### src/rtl/abuf_pkg.sv
package abuf_pkg;
  localparam int unsigned DATA_W  = 22;
  localparam int unsigned RANK_W  = 2;
  localparam int unsigned N_COPY  = 2;

  typedef struct packed {
    logic [RANK_W-1:0] cs_n;
    logic [RANK_W-1:0] cke;
    logic [RANK_W-1:0] odt;
  } ctrl_t;

  localparam int unsigned CTRL_W = $bits(ctrl_t);
endpackage

### src/rtl/abuf_bank.sv
module abuf_bank #(
  parameter int unsigned W      = 22,
  parameter int unsigned NCOPY  = 2,
  parameter bit          GATED  = 1'b1
) (
  input  logic                      clk_i,
  input  logic                      rst_ni,
  input  logic                      hold_i,
  input  logic [W-1:0]              d_i,
  output logic [NCOPY-1:0][W-1:0]   q_o
);
  logic hold_eff;
  assign hold_eff = GATED && hold_i;

  // One flop bank per copy so each output net has its own driver.
  for (genvar c = 0; c < NCOPY; c++) begin : g_copy
    logic [W-1:0] q_q;
    always_ff @(posedge clk_i or negedge rst_ni) begin
      if (!rst_ni)       q_q <= '0;
      else if (!hold_eff) q_q <= d_i;
    end
    assign q_o[c] = q_q;


    hold_keeps_chk: assert property (@(posedge clk_i) disable iff (!rst_ni)
      hold_eff |=> $stable(q_o[c]));

    capture_chk: assert property (@(posedge clk_i) disable iff (!rst_ni)
      !hold_eff |=> q_o[c] == $past(d_i));
  end
endmodule

### src/rtl/abuf_parity.sv
module abuf_parity #(
  parameter int unsigned W = 22
) (
  input  logic         clk_i,
  input  logic         rst_ni,
  input  logic [W-1:0] d_i,
  input  logic         par_i,
  output logic         err_no
);
  logic mis_q;   // 1 = odd count seen at capture
  logic err_nq;
  logic seen_q;

  always_ff @(posedge clk_i or negedge rst_ni) begin
    if (!rst_ni) begin
      mis_q  <= 1'b0;
      err_nq <= 1'b1;
      seen_q <= 1'b0;
    end else begin
      mis_q  <= (^d_i) ^ par_i;
      err_nq <= ~mis_q;
      seen_q <= 1'b1;
    end
  end
  assign err_no = err_nq;


  mis_capture_chk: assert property (@(posedge clk_i) disable iff (!rst_ni)
    seen_q |-> mis_q == $past((^d_i) ^ par_i));

  flag_delay_chk: assert property (@(posedge clk_i) disable iff (!rst_ni)
    seen_q |-> err_no == !$past(mis_q));
endmodule

### src/rtl/dual_fanout_addr_buf.sv
module dual_fanout_addr_buf
  import abuf_pkg::*;
(
  input  logic              clk_i,
  input  logic              rst_ni,
  input  logic              gate_en_i,
  input  logic [DATA_W-1:0] data_i,
  input  logic [RANK_W-1:0] cs_n_i,
  input  logic [RANK_W-1:0] cke_i,
  input  logic [RANK_W-1:0] odt_i,
  input  logic              par_i,
  output logic [DATA_W-1:0] data_a_o,
  output logic [DATA_W-1:0] data_b_o,
  output logic [RANK_W-1:0] cs_n_a_o,
  output logic [RANK_W-1:0] cs_n_b_o,
  output logic [RANK_W-1:0] cke_a_o,
  output logic [RANK_W-1:0] cke_b_o,
  output logic [RANK_W-1:0] odt_a_o,
  output logic [RANK_W-1:0] odt_b_o,
  output logic              par_err_no
);
  logic                           hold;
  ctrl_t                          ctrl_in;
  logic [N_COPY-1:0][DATA_W-1:0]  data_q;
  logic [N_COPY-1:0][CTRL_W-1:0]  ctrl_q;
  ctrl_t                          ctrl_a, ctrl_b;

  // No rank selected: freeze the data lanes.
  assign hold = gate_en_i & (&cs_n_i);

  assign ctrl_in.cs_n = cs_n_i;
  assign ctrl_in.cke  = cke_i;
  assign ctrl_in.odt  = odt_i;

  abuf_bank #(.W(DATA_W), .NCOPY(N_COPY), .GATED(1'b1)) u_data (
    .clk_i (clk_i),
    .rst_ni(rst_ni),
    .hold_i(hold),
    .d_i   (data_i),
    .q_o   (data_q)
  );

  abuf_bank #(.W(CTRL_W), .NCOPY(N_COPY), .GATED(1'b0)) u_ctrl (
    .clk_i (clk_i),
    .rst_ni(rst_ni),
    .hold_i(hold),
    .d_i   (ctrl_in),
    .q_o   (ctrl_q)
  );

  abuf_parity #(.W(DATA_W)) u_par (
    .clk_i (clk_i),
    .rst_ni(rst_ni),
    .d_i   (data_i),
    .par_i (par_i),
    .err_no(par_err_no)
  );

  assign ctrl_a   = ctrl_t'(ctrl_q[0]);
  assign ctrl_b   = ctrl_t'(ctrl_q[1]);
  assign data_a_o = data_q[0];
  assign data_b_o = data_q[1];
  assign cs_n_a_o = ctrl_a.cs_n;
  assign cs_n_b_o = ctrl_b.cs_n;
  assign cke_a_o  = ctrl_a.cke;
  assign cke_b_o  = ctrl_b.cke;
  assign odt_a_o  = ctrl_a.odt;
  assign odt_b_o  = ctrl_b.odt;


  copies_match_chk: assert property (@(posedge clk_i)
    data_a_o == data_b_o && cs_n_a_o == cs_n_b_o &&
    cke_a_o == cke_b_o && odt_a_o == odt_b_o);

  ctrl_follow_chk: assert property (@(posedge clk_i) disable iff (!rst_ni)
    hold |=> cs_n_a_o == $past(cs_n_i) && cke_a_o == $past(cke_i) &&
             odt_a_o == $past(odt_i));

  reset_state_chk: assert property (@(negedge clk_i)
    !rst_ni |-> data_a_o == '0 && cs_n_a_o == '0 && cke_a_o == '0 &&
                odt_a_o == '0 && par_err_no);
endmodule

### config.mk
export PLATFORM = sky130hd
export DESIGN_NAME = dual_fanout_addr_buf
export DESIGN_NICKNAME = d
export VERILOG_FILES = /design/src/rtl/abuf_pkg.sv /design/src/rtl/abuf_bank.sv /design/src/rtl/abuf_parity.sv /design/src/rtl/dual_fanout_addr_buf.sv
export SDC_FILE = /design/constraint.sdc
export NUM_CORES = 1
export LEC_CHECK = 0
export BUFFER_PORTS_ARGS = -buffer_cell sky130_fd_sc_hd__buf_2
export CORE_ASPECT_RATIO = 0.9
export CORE_MARGIN = 2
export CORE_UTILIZATION = 45
export CTS_CLUSTER_DIAMETER = 120
export DETAILED_ROUTE_END_ITERATION = 16
export HOLD_SLACK_MARGIN = 0.12
export PLACE_DENSITY = 0.83
export SLEW_MARGIN = 20
export SYNTH_ARGS = -nofsm -noshare
export SYNTH_HDL_FRONTEND = slang
export SYNTH_SLANG_ARGS = --single-unit
export TNS_END_PERCENT = 50
### constraint.sdc
create_clock -name clk_i -period 1.7 [get_ports clk_i]
set_clock_uncertainty 0.2 [all_clocks]
set_input_delay 0.085 -clock clk_i [delete_from_list [all_inputs] [get_ports clk_i]]
set_output_delay 0.085 -clock clk_i [all_outputs]
set_load 0.01 [all_outputs]
==> results.md <==
| Parameter | Reported | Unit |
| --- | --- | --- |
| Placement-stage cell area | 1720 | um^2 |
| Slew of the pin with the lowest slew margin | 654 | ps |
| Family with the most delay on the worst path | XOR/XNOR gates | - |
| Drt first-iter violations | 22 | - |
| Proportion of total power due to net switching | 27.0 | % |
| Clock tree buffer depth | 2 | - |
| Cells on worst reg2reg path | 1 | - |
| Buffers and inverters on the worst path | 2 | - |
| Core footprint | 3040 | um^2 |
| Capturing element of the worst setup path | u_par.mis_q$_DFF_PN0_ | - |
| Fmax | 613 | MHz |
| Worst-case setup slack after placement | 243 | ps |
| Seq pwr share | 49.1 | % |
| Cell chain of the critical path | dlygate4sd3_1 > buf_2 > xnor2_1 > xnor2_1 > xnor2_2 > xnor3_1 | - |
| Total grt overflow | 0 | - |
| Hold Crit Class | in2async | - |
| Area leader, netlist | sky130_fd_sc_hd__dfrtp_1 | - |
| Vias per std cell | 4.54 | - |
| Critical Path Start Type | input port | - |
| Critical path depth in cells | 6 | - |
| Final max-slew violation count | 0 | - |
| Initial Util | 47.1 | % |
| Max-capacitance violation count | 0 | - |
| Critical Path End Type | flip-flop | - |
| Later-pin clock latency in the skew report | 310 | ps |
| Height of the chip | 57.6 | um |
| Number of instances in the synthesized netlist | 105 | - |
| Netlist area before placement | 1430 | um^2 |
| WP data required | 1690 | ps |
| Power density relative to cell area | 807 | nW/um^2 |
| Sw Pwr | 457 | uW |
| Level count of the clock H-tree | 2 | - |
| Vias in the first global route | 1131 | - |
| Placer congestion estimate | 0.655 | - |
| Dominant cells by area after synthesis | sky130_fd_sc_hd__dfrtp_1 51%, sky130_fd_sc_hd__mux2_2 17%, sky130_fd_sc_hd__buf_4 15%, sky130_fd_sc_hd__xnor2_1 9.8%, sky130_fd_sc_hd__dfstp_2 1.8% | - |
| Result of the run | complete, no violations | - |
| Internal portion of total power | 1230 | uW |
| Number of nets in the finished design | 227 | - |
| Clock network fraction of design power | 22.2 | % |
| Worst reg2reg endpoint | u_data.g_copy[0].q_q[11]$_DFFE_PN0N_ | - |
| Clock root buffer | sky130_fd_sc_hd__clkbuf_4 | - |
| Count of endpoints failing hold in the final timing report | 0 | - |
| Wire per inst | 13.4 | um |
| Post-synthesis net count | 137 | - |
| Total half-perimeter wirelength after legalization and detailed placement | 2110 | um |
| Maximum number of pins on one net before global-route repair | 31 | - |
| Number of design rule violations left after detail routing | 0 | - |
| Standard-cell rows | 19 | - |
| Placed Cells incl. Taps | 207 | - |
| I/O pin cnt | 89 | - |
| Share of the yosys chip area belonging to registers | 52.4 | % |
| Most frequent standard cell in the layout excluding fill and tap cells | sky130_fd_sc_hd__buf_2 | - |
| Number of non-filler instances in the completed layout | 238 | - |
| Crit Path Class | in2reg | - |
| Cell at the slowest stage of the critical path | sky130_fd_sc_hd__dlygate4sd3_1 | - |
| Ant. Diodes | 0 | - |
| Fraction of the cycle the final worst path needs | 95.9 | % |
| Commonest cells after routing, fill and taps aside | 80 x sky130_fd_sc_hd__buf_2, 30 x sky130_fd_sc_hd__dlygate4sd3_1, 29 x sky130_fd_sc_hd__dfrtp_1 | - |
| #FFs+latches synth | 30 | - |
| Initial antenna violation count | 0 | - |
| Layout Area Growth over Synthesis | 46.2 | % |
| Clock Pin Slew Worst Setup and Hold Paths | 90 | ps |
| Largest voltage drop on the vdd net | 0.582 | mV |
| Number of clock sinks seen by CTS | 30 | - |
| Time the final worst path needs with I/O delays and setup | 1630 | ps |
| Crit path setup slack, layout | 69.2 | ps |
| R2R Setup Slk | 720 | ps |
| Vias | 1081 | - |
| Setup violation total in the final timing report | 0 | - |
| Normalized max-slew margin | 56.4 | % |
| Width of the die | 63.5 | um |
| Number of buffers added on ports | 88 | - |
| Count of warnings emitted by yosys | 0 | - |
| Floorplan die area | 3650 | um^2 |
| CTS tree | yes | - |
| Cell mode on critical path | sky130_fd_sc_hd__xnor2_1 | - |
| Delay of the slowest critical-path stage | 540 | ps |
| Proportion of layout cells with a drive suffix above 1 | 60.2 | % |
| Launch point of the critical path | data_i[18] | - |
| Top-area cell type share of the netlist area | 50.6 | % |
| Unique masters post-synth | 11 | - |
| Reg-to-reg startpoint | u_data.g_copy[0].q_q[11]$_DFFE_PN0N_ | - |
| Number of buffers added for setup after CTS | 0 | - |
| Total length of routed wires | 3190 | um |
| Filler Cells Inserted | 235 | - |
| First-pass iteration count of the detailed router | 2 | - |
| Global-route wire length before repair | 5130 | um |
| DRT antenna net count | 0 | - |
| Fin area | 2100 | um^2 |
| Post-Syn Area per Cell | 13.7 | um^2 |
| Total leakage power | 0.00104 | uW |
| Arr. time, crit path | 1620 | ps |
| All-Layer GR Usage | 18.6 | % |
| Num CTS Buffers | 5 | - |
| Overall power consumption | 1690 | uW |
| Relative contribution of combinational cells to total power | 28.7 | % |
| Largest fanout on the critical path | 2 | - |
-- timing repair --
action	in CTS	in global routing
hold buffers	30	1
hold endpoints to repair	58	1
gates resized for setup	0	8
setup endpoints to repair	0	1
-- layout make-up --
type	instances	area, um^2	area share (%)
clock buffers	8	48.8	2.33
inverters	1	3.75	0.179
multi-input cells	44	510	24.4
flip-flops and latches	30	752	35.9
well taps	42	52.6	2.51
repair buffers	113	728	34.7
-- power by group through the flow --
stage          sequential (uW)  combinational, uW  clock, uW
2_1_floorplan              871                270          0
3_5_place_dp               839                422          0
4_1_cts                    826                476        390
6_report                   830                486        375
3_3_place_gp               835                414          0
5_1_grt                    841                526        435
-- routing by layer --
metal  routed length, um  vias to the layer above  global-route usage, %
met1                1100                      518                   17.5
li1                    -                      495                      -
met4                  27                        0                   6.52
met2                1770                       64                   36.5
met3                 293                        4                   7.10
met5                   0                        -                      0
-- cells in the mapped netlist --
| master | number |
|---|---|
| sky130_fd_sc_hd__mux2_2 | 22 |
| sky130_fd_sc_hd__inv_1 | 1 |
| sky130_fd_sc_hd__xor2_1 | 3 |
| sky130_fd_sc_hd__buf_4 | 28 |
| sky130_fd_sc_hd__xnor3_1 | 1 |
| sky130_fd_sc_hd__nand3_1 | 1 |
| sky130_fd_sc_hd__xnor2_1 | 16 |
| sky130_fd_sc_hd__buf_2 | 2 |
| sky130_fd_sc_hd__dfrtp_1 | 29 |
| sky130_fd_sc_hd__xnor2_2 | 1 |
| sky130_fd_sc_hd__dfstp_2 | 1 |
-- state kept, by name, indices dropped and copies added, names as in the netlist --
name,count
u_data.g_copy.q_q,22
u_par.mis_q,1
u_par.err_no,1
u_ctrl.g_copy.q_q,6
-- kinds of logic after synthesis --
family	synth area share (%)
buf+inv	15.6
simple gates	0.349
mux	17.3
xor+xnor	14.3
flops	52.4
-- worst min path at each step --
stage                     startpoint                              endpoint  slack, ps  cells after the start
after floorplan               rst_ni     u_ctrl.g_copy[1].q_q[0]$_DFF_PN0_       -410                      0
after global placement        rst_ni     u_ctrl.g_copy[1].q_q[4]$_DFF_PN0_        -70                      1
after detailed placement      rst_ni   u_data.g_copy[0].q_q[0]$_DFFE_PN0N_        -40                      1
after CTS                     rst_ni  u_data.g_copy[0].q_q[20]$_DFFE_PN0N_        150                      2
after global routing          rst_ni   u_data.g_copy[0].q_q[2]$_DFFE_PN0N_        180                      2
final                         rst_ni  u_data.g_copy[0].q_q[20]$_DFFE_PN0N_        130                      2
-- stage by stage --
step / util [%] / TNS [ps] / hold slack (ps)
finish: 68.9 / 0 / 133
global route: 68.9 / -13.5 / 175
CTS: 68.1 / 0 / 152
detailed placement: 56.6 / 0 / -44.3
global placement: 56.6 / 0 / -67.0
floorplan: - / 0 / -411
(Power assumes the default switching activity.)
